`src/rtl/i2c_tgt_pkg.sv`:
```
package i2c_tgt_pkg;
  typedef enum logic [3:0] {
    ST_IDLE,
    ST_DEV,
    ST_DEV_DEC,
    ST_ACK_W,
    ST_REG,
    ST_REG_DEC,
    ST_ACK_A,
    ST_ACK_R,
    ST_TX,
    ST_RACK,
    ST_RACK_GO,
    ST_IGNORE
  } tgt_state_e;
endpackage

```
`src/rtl/i2c_tgt_sync.sv`:
```
module i2c_tgt_sync #(
  parameter int SYNC_STAGES = 2
) (
  input  logic clk,
  input  logic rst,
  input  logic scl_i,
  input  logic sda_i,
  output logic sda_s,
  output logic scl_rise,
  output logic scl_fall,
  output logic start_det,
  output logic stop_det
);
  logic [SYNC_STAGES-1:0] scl_ff, sda_ff;
  logic scl_q, sda_q;
  logic scl_now;

  assign scl_now = scl_ff[SYNC_STAGES-1];
  assign sda_s   = sda_ff[SYNC_STAGES-1];

  always_ff @(posedge clk) begin
    if (rst) begin
      scl_ff <= '1;
      sda_ff <= '1;
      scl_q  <= 1'b1;
      sda_q  <= 1'b1;
    end else begin
      scl_ff <= {scl_ff[SYNC_STAGES-2:0], scl_i};
      sda_ff <= {sda_ff[SYNC_STAGES-2:0], sda_i};
      scl_q  <= scl_now;
      sda_q  <= sda_s;
    end
  end

  assign scl_rise  = scl_now & ~scl_q;
  assign scl_fall  = ~scl_now & scl_q;
  assign start_det = scl_now & scl_q & sda_q & ~sda_s;
  assign stop_det  = scl_now & scl_q & ~sda_q & sda_s;
endmodule

```
`src/rtl/i2c_tgt_ptr.sv`:
```
module i2c_tgt_ptr #(
  parameter int REG_AW = 4
) (
  input  logic              clk,
  input  logic              rst,
  input  logic              load,
  input  logic [REG_AW-1:0] load_val,
  input  logic              inc,
  output logic [REG_AW-1:0] ptr
);
  always_ff @(posedge clk) begin
    if (rst)       ptr <= '0;
    else if (load) ptr <= load_val;
    else if (inc)  ptr <= ptr + 1'b1;
  end
endmodule

```
`src/rtl/i2c_tgt_fsm.sv`:
```
module i2c_tgt_fsm
  import i2c_tgt_pkg::*;
#(
  parameter logic [6:0] DEV_ID = 7'h1A,
  parameter int REG_AW = 4,
  parameter int DATA_W = 16
) (
  input  logic              clk,
  input  logic              rst,
  input  logic              sda_s,
  input  logic              scl_rise,
  input  logic              scl_fall,
  input  logic              start_det,
  input  logic              stop_det,
  input  logic [DATA_W-1:0] rd_data,
  output logic              sda_oe,
  output logic              ptr_load,
  output logic [REG_AW-1:0] ptr_val,
  output logic              ptr_inc,
  output tgt_state_e        state
);
  localparam int BYTES = DATA_W / 8;
  localparam int BW    = (BYTES > 1) ? $clog2(BYTES) : 1;

  logic [2:0]    cnt;
  logic [7:0]    rx_sh;
  logic [7:0]    tx_sh;
  logic [BW-1:0] byte_idx;
  logic          quiet;
  logic          last_byte;
  logic [7:0]    next_byte;
  logic [BW-1:0] next_idx;

  assign quiet     = ~start_det & ~stop_det;
  assign last_byte = (byte_idx == BW'(BYTES - 1));
  assign ptr_load  = quiet & scl_fall & (state == ST_REG_DEC);
  assign ptr_val   = rx_sh[REG_AW-1:0];
  assign ptr_inc   = quiet & scl_rise & (state == ST_RACK) & last_byte;
  assign next_idx  = last_byte ? '0 : byte_idx + 1'b1;
  assign next_byte = rd_data[DATA_W-1-8*next_idx -: 8];

  always_ff @(posedge clk) begin
    if (rst) begin
      state    <= ST_IDLE;
      cnt      <= '0;
      rx_sh    <= '0;
      tx_sh    <= '0;
      byte_idx <= '0;
      sda_oe   <= 1'b0;
    end else if (start_det) begin
      state  <= ST_DEV;
      cnt    <= '0;
      sda_oe <= 1'b0;
    end else if (stop_det) begin
      state  <= ST_IDLE;
      sda_oe <= 1'b0;
    end else begin
      case (state)
        ST_DEV, ST_REG: if (scl_rise) begin
          rx_sh <= {rx_sh[6:0], sda_s};
          if (cnt == 3'd7) begin
            cnt   <= '0;
            state <= (state == ST_DEV) ? ST_DEV_DEC : ST_REG_DEC;
          end else begin
            cnt <= cnt + 1'b1;
          end
        end
        ST_DEV_DEC: if (scl_fall) begin
          if (rx_sh[7:1] == DEV_ID) begin
            sda_oe <= 1'b1;
            state  <= rx_sh[0] ? ST_ACK_R : ST_ACK_W;
          end else begin
            state <= ST_IGNORE;
          end
        end
        ST_ACK_W: if (scl_fall) begin
          sda_oe <= 1'b0;
          state  <= ST_REG;
        end
        ST_REG_DEC: if (scl_fall) begin
          sda_oe <= 1'b1;
          state  <= ST_ACK_A;
        end
        ST_ACK_A: if (scl_fall) begin
          sda_oe <= 1'b0;
          state  <= ST_IGNORE;
        end
        ST_ACK_R: if (scl_fall) begin
          tx_sh    <= rd_data[DATA_W-1 -: 8];
          sda_oe   <= ~rd_data[DATA_W-1];
          byte_idx <= '0;
          cnt      <= '0;
          state    <= ST_TX;
        end
        ST_TX: if (scl_fall) begin
          if (cnt == 3'd7) begin
            sda_oe <= 1'b0;
            state  <= ST_RACK;
          end else begin
            tx_sh  <= {tx_sh[6:0], 1'b0};
            sda_oe <= ~tx_sh[6];
            cnt    <= cnt + 1'b1;
          end
        end
        ST_RACK: if (scl_rise) begin
          state <= sda_s ? ST_IGNORE : ST_RACK_GO;
        end
        ST_RACK_GO: if (scl_fall) begin
          tx_sh    <= next_byte;
          sda_oe   <= ~next_byte[7];
          byte_idx <= next_idx;
          cnt      <= '0;
          state    <= ST_TX;
        end
        default: ;
      endcase
    end
  end
endmodule

```
`src/rtl/i2c_regbank_target.sv`:
```
module i2c_regbank_target
  import i2c_tgt_pkg::*;
#(
  parameter logic [6:0] DEV_ID = 7'h1A,
  parameter int REG_AW = 4,
  parameter int DATA_W = 16
) (
  input  logic              clk,
  input  logic              rst,
  input  logic              scl_i,
  input  logic              sda_i,
  output logic              sda_oe,
  output logic [REG_AW-1:0] rd_addr,
  input  logic [DATA_W-1:0] rd_data
);
  logic       sda_s, scl_rise, scl_fall, start_det, stop_det;
  logic       ptr_load, ptr_inc;
  logic [REG_AW-1:0] ptr_val;
  tgt_state_e state;

  i2c_tgt_sync #(.SYNC_STAGES(2)) u_sync (
    .clk(clk), .rst(rst), .scl_i(scl_i), .sda_i(sda_i),
    .sda_s(sda_s), .scl_rise(scl_rise), .scl_fall(scl_fall),
    .start_det(start_det), .stop_det(stop_det)
  );

  i2c_tgt_fsm #(.DEV_ID(DEV_ID), .REG_AW(REG_AW), .DATA_W(DATA_W)) u_fsm (
    .clk(clk), .rst(rst), .sda_s(sda_s), .scl_rise(scl_rise),
    .scl_fall(scl_fall), .start_det(start_det), .stop_det(stop_det),
    .rd_data(rd_data), .sda_oe(sda_oe), .ptr_load(ptr_load),
    .ptr_val(ptr_val), .ptr_inc(ptr_inc), .state(state)
  );

  i2c_tgt_ptr #(.REG_AW(REG_AW)) u_ptr (
    .clk(clk), .rst(rst), .load(ptr_load), .load_val(ptr_val),
    .inc(ptr_inc), .ptr(rd_addr)
  );
endmodule

```
`config.mk`:
```
export PLATFORM = sky130hd
export DESIGN_NAME = i2c_regbank_target
export DESIGN_NICKNAME = d
export VERILOG_FILES = /design/src/rtl/i2c_tgt_pkg.sv /design/src/rtl/i2c_tgt_sync.sv /design/src/rtl/i2c_tgt_ptr.sv /design/src/rtl/i2c_tgt_fsm.sv /design/src/rtl/i2c_regbank_target.sv
export SDC_FILE = /design/constraint.sdc
export NUM_CORES = 1
export LEC_CHECK = 0
export ABC_AREA = 1
export ABC_CLOCK_PERIOD_IN_PS = 1900
export CAP_MARGIN = 20
export CORE_MARGIN = 1.5
export CORE_UTILIZATION = 50
export DETAILED_ROUTE_END_ITERATION = 7
export PLACE_DENSITY = 0.75
export SLEW_MARGIN = 10
export SYNTH_ARGS = -nofsm -noshare
export SYNTH_HDL_FRONTEND = slang
export SYNTH_SLANG_ARGS = --single-unit
```
`constraint.sdc`:
```
create_clock -name clk -period 1.9 [get_ports clk]
set_input_delay 0.285 -clock clk [delete_from_list [all_inputs] [get_ports clk]]
set_output_delay 0.285 -clock clk [all_outputs]
set_load 0.01 [all_outputs]
```
=== After elaboration in Yosys (flattened, before gate mapping) ===
Index checks and enable logic that the tools add are counted.

* Register bits after elaboration: 34
* Bits in latches: 0
* Memory bits (writable): 0
* ROM bits: 0
* Bits of input ports: 20
* Output and inout port bits: 5
* Word-level logic and storage cells: 137
* Memories: 0

* Add/sub/neg operators: 4
* Multiply operators: 0
* Divide/modulo/power cells: 0
* $lt $le $gt $ge: 0
* Equality and inequality tests: 37
* Shifts and indexed selects: 1
* Mux-type cells: 42
* Bitwise gates (word level): 22
* Reductions and logical operators: 19

{| class="wikitable"
|+ Operators by type and width
! operator !! number
|-
| 4-bit two-way mux || 13
|-
| 4-bit by 1-bit != test with 1-bit output, second input constant || 10
|-
| 23-bit by 33-bit variable part select with 8-bit output || 1
|-
| 4-bit case mux with 8 select lines || 1
|-
| 7-bit two-way mux || 4
|-
| 2-bit by 1-bit != test with 1-bit output, second input constant || 14
|-
| 11-bit AND reduction || 2
|-
| 3-bit two-way mux || 7
|-
| 7-bit case mux with 3 select lines || 1
|-
| 4-bit by 3-bit == test with 1-bit output, second input constant || 4
|-
| 1-bit bitwise AND || 13
|-
| 1-bit two-way mux || 13
|-
| 4-bit == test, second input constant || 3
|-
| 10-bit nonzero test || 1
|-
| 1-bit NOT || 9
|-
| 3-bit case mux with 3 select lines || 1
|-
| 4-bit by 2-bit == test with 1-bit output, second input constant || 2
|-
| 8-bit AND reduction || 1
|-
| 8-bit nonzero test || 1
|-
| 2-bit OR reduction || 4
|-
| 7-bit by 5-bit == test with 1-bit output, second input constant || 1
|-
| 7-bit AND reduction || 1
|-
| 1-bit case mux with 6 select lines || 1
|-
| 6-bit AND reduction || 1
|-
| other kinds (14) || 16
|}

=== Longest topological paths before layout ===
Gate-level depths: netlist (run 1).

* Depth in word-level cells: 10
* Depth in mapped cells: 11
* Mapped depth without buffers: 11

=== Hierarchy ===
Synthesis (run 1) repeated with hierarchy kept, for this count alone.

* Cells, all modules: 328
* Area, all modules: 2,110.8 µm²

{| class="wikitable"
|+ Modules (own cells, without submodules)
! module !! times used !! cells each !! area each (µm²)
|-
| i2c_tgt_fsm || 1 || 269 || 1,679.1
|-
| i2c_tgt_ptr || 1 || 35 || 234.0
|-
| i2c_tgt_sync || 1 || 24 || 197.7
|}

=== Least setup slack after synthesis (run 1) ===
OpenSTA, ideal clock, no wires.

* Kind: register to register
* Start point: reg u_fsm.state[2]
* End point: reg u_fsm.tx_sh[6]
* Setup time: 0.128 ns
* Data arrival time: 1.257 ns
* Path slack: 0.515 ns
* Cell stages (with the launch flop): 9
* Path through: dfxtp_1 > inv_2 > nand2_1 > nor2_1 > nand2_1 > nand3_2 > inv_2 > o21ai_0 > a21oi_1

* Word-level cells in the longest chain between the ends: 3
* Elaborated cells between the ends (all ways): 10
* Those cells by class: eq/ne (7); mux (1); reduce/logical (2)

{| class="wikitable"
|+ RTL lines
! what !! RTL line !! source
|-
| start, declared || i2c_tgt_fsm.sv:20 || <nowiki>output tgt_state_e state</nowiki>
|-
| start signal, assigned || i2c_tgt_fsm.sv:63 || <nowiki>state <= (state == ST_DEV) ? ST_DEV_DEC : ST_REG_DEC;</nowiki>
|-
| start signal, assigned || i2c_tgt_fsm.sv:71 || <nowiki>state <= rx_sh[0] ? ST_ACK_R : ST_ACK_W;</nowiki>
|-
| start signal, assigned || i2c_tgt_fsm.sv:106 || <nowiki>state <= sda_s ? ST_IGNORE : ST_RACK_GO;</nowiki>
|-
| 4-bit == test or 4-bit by 3-bit == test with 1-bit output (tied branches) || i2c_tgt_fsm.sv:58 || <nowiki>case (state)</nowiki>
|-
| 2-bit by 1-bit != test with 1-bit output (no source line) (tied with other cells) || -- ||
|-
| 7-bit AND reduction (no source line) || -- ||
|-
| end signal, assigned || i2c_tgt_fsm.sv:89 || <nowiki>tx_sh <= rd_data[DATA_W-1 -: 8];</nowiki>
|-
| end signal, assigned || i2c_tgt_fsm.sv:100 || <nowiki>tx_sh <= {tx_sh[6:0], 1'b0};</nowiki>
|-
| end signal, assigned || i2c_tgt_fsm.sv:109 || <nowiki>tx_sh <= next_byte;</nowiki>
|-
| end, declared || i2c_tgt_fsm.sv:27 || <nowiki>logic [7:0] tx_sh;</nowiki>
|}

Several ways; a longest one is shown, not always the timed one.
A chain may end at the register's enable or synchronous reset.

=== Worst setup path in the final report (run 1) ===
* Start point: reg u_fsm.state[3]
* End point: reg u_fsm.tx_sh[6]

Same word-level chain as after synthesis.

==> metrics.txt, run 1 <==
Post-synth EDFFs 0; Cell Pwr Density 904 nW/um^2; XOR/XNOR Fraction of Synth Area 0.463%; Worst Path Required 2.07 ns; initial antenna violation count 0; vias 1959; worst slew pin tran 0.350 ns; first-pass iteration count of the detailed router 4; Bufs on Longest Clock Path 2; post-CTS setup buffers 0; critical path arrival 1.83 ns; routed vias/inst 5.17; post-synth top area share 36.0%; port bufs 24; Fillers 362; WP buf/inv 1; Logic pwr share between 30 and 40%; HPWL after detailed placement ~3500 um; endpoints failing hold 0; post-synthesis mux area share 0%; ANT cells 0; die area 4160 sq um; Syn Nets 323; chip height 64.5 um; number of global-route vias before repair between 1500 and 2000; final cell count without fillers 379; row count 22; Post-Syn Area roughly 1900 sq um; Ports 25; most used cell along the critical path nand2_1; Pleak between 1 and 1.5 nW; CP Capture Type flip-flop; synth warn 0; ys async rst share 0%; Post-Place Cells 371; Compound-Gate Fraction of Synth Area 16.1%; CP max stage delay 0.43 ns; FF+latch count, synth 34; Post-Syn Instances 300; Peak supply drop about 0.54 mV; leading area contributor after synthesis dfxtp_1; Congestion Overflow GR 0; Root Driver clkbuf_8; RSZ-0062 raised after global routing false; slowest CP cell dfxtp_1; clock share of power 25.3%; status finished clean; Final Slew Violations 0; period utilization 87.3%; Flop pwr share 40.0%; simple-gate share of the synthesized area 36.8%; TritonCTS clock tree yes; initial DRC count 107; Fin Hold WS 0.411 ns; Most used DFF post-synth dfxtp_1; clk_skew roughly 0.0085 ns; Max Cap Viol 0; first-pass GRT wire length 8080 um; post-synthesis sequential area ratio 36.0%; cell with the most instances after synthesis nand2_1; Total Neg Setup Slack 0 ns; Sinks on Clock Net 34; H-tree levels 2; Yosys cell types 28; largest family of logic cells by synthesized area simple AND/OR/NAND/NOR gates; commonest cells in the netlist 81 x nand2_1, 41 x nor2_1, 34 x dfxtp_1, 34 x inv_1, 28 x o21ai_0; Placement Setup Slack 0.137 ns; Core Area 3630 sq um; Post-Synth Adder-Cell Area slightly below 2%; minimum clock period 1.66 ns; final RePlAce weighted congestion 0.962; switching part of the total 37.5%; share of post-route cells with drive strength above 1 under 10%; fin nets 353; R2R Setup Slk 0.24 ns; Power Total 2.08 mW; post-route antenna net violation count 0; critical path, cell by cell nand2_1 > nor2_2 > nand2_1 > nand3_2 > inv_2 > o21ai_0 > a21oi_1; switching power 0.778 mW; internal power around 1.3 mW; largest net degree at the start of global routing 13; Worst-path clk slew 0.07 ns; Routed WL 4650 um; Chip Width 64.5 um; CP top delay family simple AND/OR/NAND/NOR gates; max_slew headroom 76.6%; Starting Density 52.0%; number of buffers created by CTS 5; P&R area growth vs syn 21.4%; fin worst setup slack 0.242 ns; GRT Total Usage 24.6%; post-cts hold buffer count 0; Setup CP Type reg2reg; drt wl/cell 12.3 um; Max Fanout on Critical Path 10; Clock Latency Late Sink about 0.29 ns; syn avg cell area 6.30 sq um; final setup fails 0; Worst setup SP type flip-flop; Achievable Freq between 600 and 700 MHz; synth top area cells dfxtp_1 36%, nand2_1 16%, nor2_1 8.1%; Hold Path Class reg2reg; DR DRC count 0
power groups by stage:
stage / Sequential, mW / Clock, mW / Combinational [mW]
after global routing: 0.838 / 0.566 / 0.837
after floorplan: 0.837 / 0 / 0.519
final: 0.831 / 0.526 / 0.719
after global placement: 0.842 / 0 / 0.705
after detailed placement: 0.845 / 0 / 0.705
after CTS: 0.829 / 0.533 / 0.711
area by class of cell:
class	instances	area (sq um)	share of cell area, %
clock buffers	6	72.6	3.16
clock inverters	2	13.8	0.599
inverters	38	146	6.38
multi-input cells	223	1050	45.8
flip-flops and latches	34	681	29.6
well taps	48	60.1	2.62
repair buffers	28	270	11.8
state kept, by name, summed over array words and instances (netlist names), 2 cells and up:
| signal | flops |
|---|---|
| u_fsm.rx_sh | 8 |
| u_fsm.tx_sh | 7 |
| u_fsm.state | 4 |
| u_ptr.ptr | 4 |
| u_fsm.cnt | 3 |
| u_sync.scl_ff | 2 |
| u_sync.sda_ff | 2 |
repair_timing:
item / CTS / global route
gates resized for setup: 0 / 3
hold endpoints to repair: 0 / 0
endpoints found under the setup margin: 0 / 2
metrics by stage:
| step | cell area [sq um] | utilization [%] |
|---|---|---|
| after global routing | 2300 | 63.2 |
| after floorplan | 1890 | - |
| final | 2300 | 63.2 |
| after CTS | 2290 | 62.9 |
| after detailed placement | 2200 | 60.6 |
| after global placement | 2200 | 60.6 |
kinds of logic after synthesis:
| family | after synthesis |
|---|---|
| XOR/XNOR | 1 |
| AND/OR/NAND/NOR | 162 |
| AO/OA/AOI/OAI | 57 |
| flip-flops | 34 |
| buffers and inverters | 43 |
| adder cells (fa/ha/maj) | 3 |
layer usage:
metal | global-route usage, % | up-vias | wire length [um]
met5 | 0 | - | 0
met2 | 44.3 | 51 | 2280
met4 | 6.65 | 0 | 52
met1 | 29.8 | 873 | 2120
li1 | - | 1028 | -
met3 | 4.69 | 7 | 205
final timing paths:
kind,startpoint,end,cells after the start
max,u_fsm.state[3]$_SDFFE_PP0P_,u_fsm.tx_sh[6]$_SDFFE_PP0P_,7
max reg2reg,u_fsm.state[3]$_SDFFE_PP0P_,u_fsm.tx_sh[6]$_SDFFE_PP0P_,7
min,u_sync.scl_ff[0]$_SDFF_PP1_,u_sync.scl_ff[1]$_SDFF_PP1_,1
min reg2reg,u_sync.scl_ff[0]$_SDFF_PP1_,u_sync.scl_ff[1]$_SDFF_PP1_,1
placed cells by master, fill, tap and decap left out, drive strengths merged, types with 2 or more instances in the layout:
cell / n
a21oi: 21
nor2: 43
nand4: 4
or2: 6
a31oi: 2
clkdlybuf4s50: 24
ha: 3
clkbuf: 6
clkinv: 2
nor3: 7
dfxtp: 34
inv: 37
buf: 4
nand2: 84
o21ai: 28
nand3: 16
o211ai: 2
No activity file was read; power rests on OpenSTA's default activity.
==> run 2: changes to the inputs <==
- SKIP_LAST_GASP: default -> 1
==> results of run 2 <==
Same layout as run 1: the final DEF is identical, and so are final timing and power.
==> run 3: changes to the inputs <==
- DONT_BUFFER_PORTS: default -> 1
- PLACE_DENSITY: 0.75 -> 0.67
==> metrics.txt, run 3 (same netlist as run 1, synthesis figures left out) <==
Max Fanout on Critical Path 10 (unchanged); fin nets 330 (-6.5%); Most flops, register u_fsm.rx_sh; CP Capture Type flip-flop; post-layout util 56.7% (-6.4 points); Ports 25 (unchanged); Setup CP Type reg2reg; final RePlAce weighted congestion 0.970 (+0.76%); H-tree levels 2 (unchanged); initial antenna violation count 0 (unchanged); DR DRC count 0 (unchanged); TritonCTS clock tree yes; clk_skew 0.00405 ns (-0.00442 ns); Bufs on Longest Clock Path 2 (unchanged); Congestion Overflow GR 0 (unchanged); period utilization 87.4% (+0.12 points); Power Total 2.05 mW (-1.3%); Fillers 376 (+3.9%); final setup fails 0 (unchanged); number of global-route vias before repair 1781 (-4.8%); most common cell after layout, fill and taps aside nand2_1; initial DRC count 98 (-8.4%); Pleak 1.02 nW (-7.3%); endpoints failing hold 0 (unchanged); chip height 64.5 um (unchanged); worst slew pin tran 0.349 ns (-0.00119 ns); die area 4160 sq um (unchanged); vias 1878 (-4.1%); Starting Density 52.0% (unchanged); first-pass GRT wire length 8020 um (-0.77%); RSZ-0062 raised after global routing false; Worst-path clk slew 0.06 ns (about the same); max reg flops 8 (unchanged); Sinks on Clock Net 34 (unchanged); most frequent cells in the layout 81 x nand2_1, 40 x nor2_1, 34 x inv_1, 34 x dfxtp_1, 28 x o21ai_0; Worst setup SP type flip-flop; routed vias/inst 5.28 (+2.1%); post-route antenna net violation count 0 (unchanged); drt wl/cell 13.0 um (+5.8%); Hold Path Class in2reg; Fin Hold WS 0.0689 ns (-0.342 ns); GRT Total Usage 24.7% (+0.16 points); port bufs 0 (-100%); Clock Latency Late Sink 0.28 ns (about the same); minimum clock period 1.66 ns (+0.00225 ns); Achievable Freq 602 MHz (-0.14%); row count 22 (unchanged); Worst Path Required 2.06 ns (about the same); Root Driver clkbuf_8; share of post-route cells with drive strength above 1 9.74% (+0.37 points); Core Area 3630 sq um (unchanged); Top Registers u_fsm.rx_sh: 8 flops, u_fsm.tx_sh: 7 flops; max_slew headroom 76.7% (+0.080 points); critical path arrival 1.82 ns (about the same); ANT cells 0 (unchanged); Routed WL 4620 um (-0.58%); Chip Width 64.5 um (unchanged); Peak supply drop 0.554 mV (+2.9%); HPWL after detailed placement 3530 um (-0.36%); number of buffers created by CTS 5 (unchanged); largest net degree at the start of global routing 15 (+2); status finished clean; Total Neg Setup Slack 0 ns (unchanged); Cell Pwr Density 994 nW/um^2 (+9.9%); Final Slew Violations 0 (unchanged); first-pass iteration count of the detailed router 4 (unchanged); P&R area growth vs syn 9.07%; Max Cap Viol 0 (unchanged)
run 3: worst paths after layout:
path / start / to / slack, ns / depth (start not counted)
worst max-delay path: u_fsm.state[2]$_SDFFE_PP0P_ / u_fsm.tx_sh[0]$_SDFFE_PP0P_ / 0.24 / 8
worst min-delay path: rst / u_ptr.ptr[0]$_SDFFE_PP0P_ / 0.07 / 1
worst max register to register: u_fsm.state[2]$_SDFFE_PP0P_ / u_fsm.tx_sh[0]$_SDFFE_PP0P_ / 0.24 / 8
worst min register to register: u_sync.scl_ff[0]$_SDFF_PP1_ / u_sync.scl_ff[1]$_SDFF_PP1_ / 0.41 / 1
run 3: routing by layer:
layer  vias up  track usage, %  routed length, um
li1        983               -                  -
met1       818            31.5               2160
met2        65            41.8               2140
met3        12            5.03                242
met4         0            8.24                 81
met5         -               0                  0
run 3: where the power goes:
group          total, mW  switching (mW)  internal (mW)  leakage, nW
combinational      0.673           0.453          0.220        0.695
clock              0.544           0.251          0.292       0.0482
sequential         0.833          0.0585          0.774        0.276
run 3: metrics by stage:
step                instances  setup WS (ns)  area [sq um]
floorplan                 300          0.515          1890
global placement          348          0.128          1970
detailed placement        348          0.128          1970
CTS                       356          0.112          2060
global route              356         0.0308          2060
finish                    356          0.240          2060
run 3: layout make-up:
cell class / instances / area [sq um] / share of cell area, %
inverter: 38 / 143 / 6.92
sequential: 34 / 681 / 33.0
clock buffer: 7 / 86.3 / 4.19
timing repair buffer: 5 / 37.5 / 1.82
tap: 48 / 60.1 / 2.91
clock inverter: 1 / 5.00 / 0.243
multi-input combinational: 223 / 1050 / 50.9
run 3: worst max-delay path, cell delays in order (launching register included):
cell and delay [ns]:
dfxtp_1 0.37, inv_2 0.12, nand2_1 0.14, nor2_2 0.31
nand2_1 0.14, nand3_2 0.14, inv_2 0.10, o21ai_0 0.17
a21oi_1 0.05
run 3: repair_timing:
item	CTS	global route
gates resized for setup	0	1
hold buffers	0	0
buffers inserted	0	0
endpoints found under the hold margin	0	0
endpoints found under the setup margin	0	9
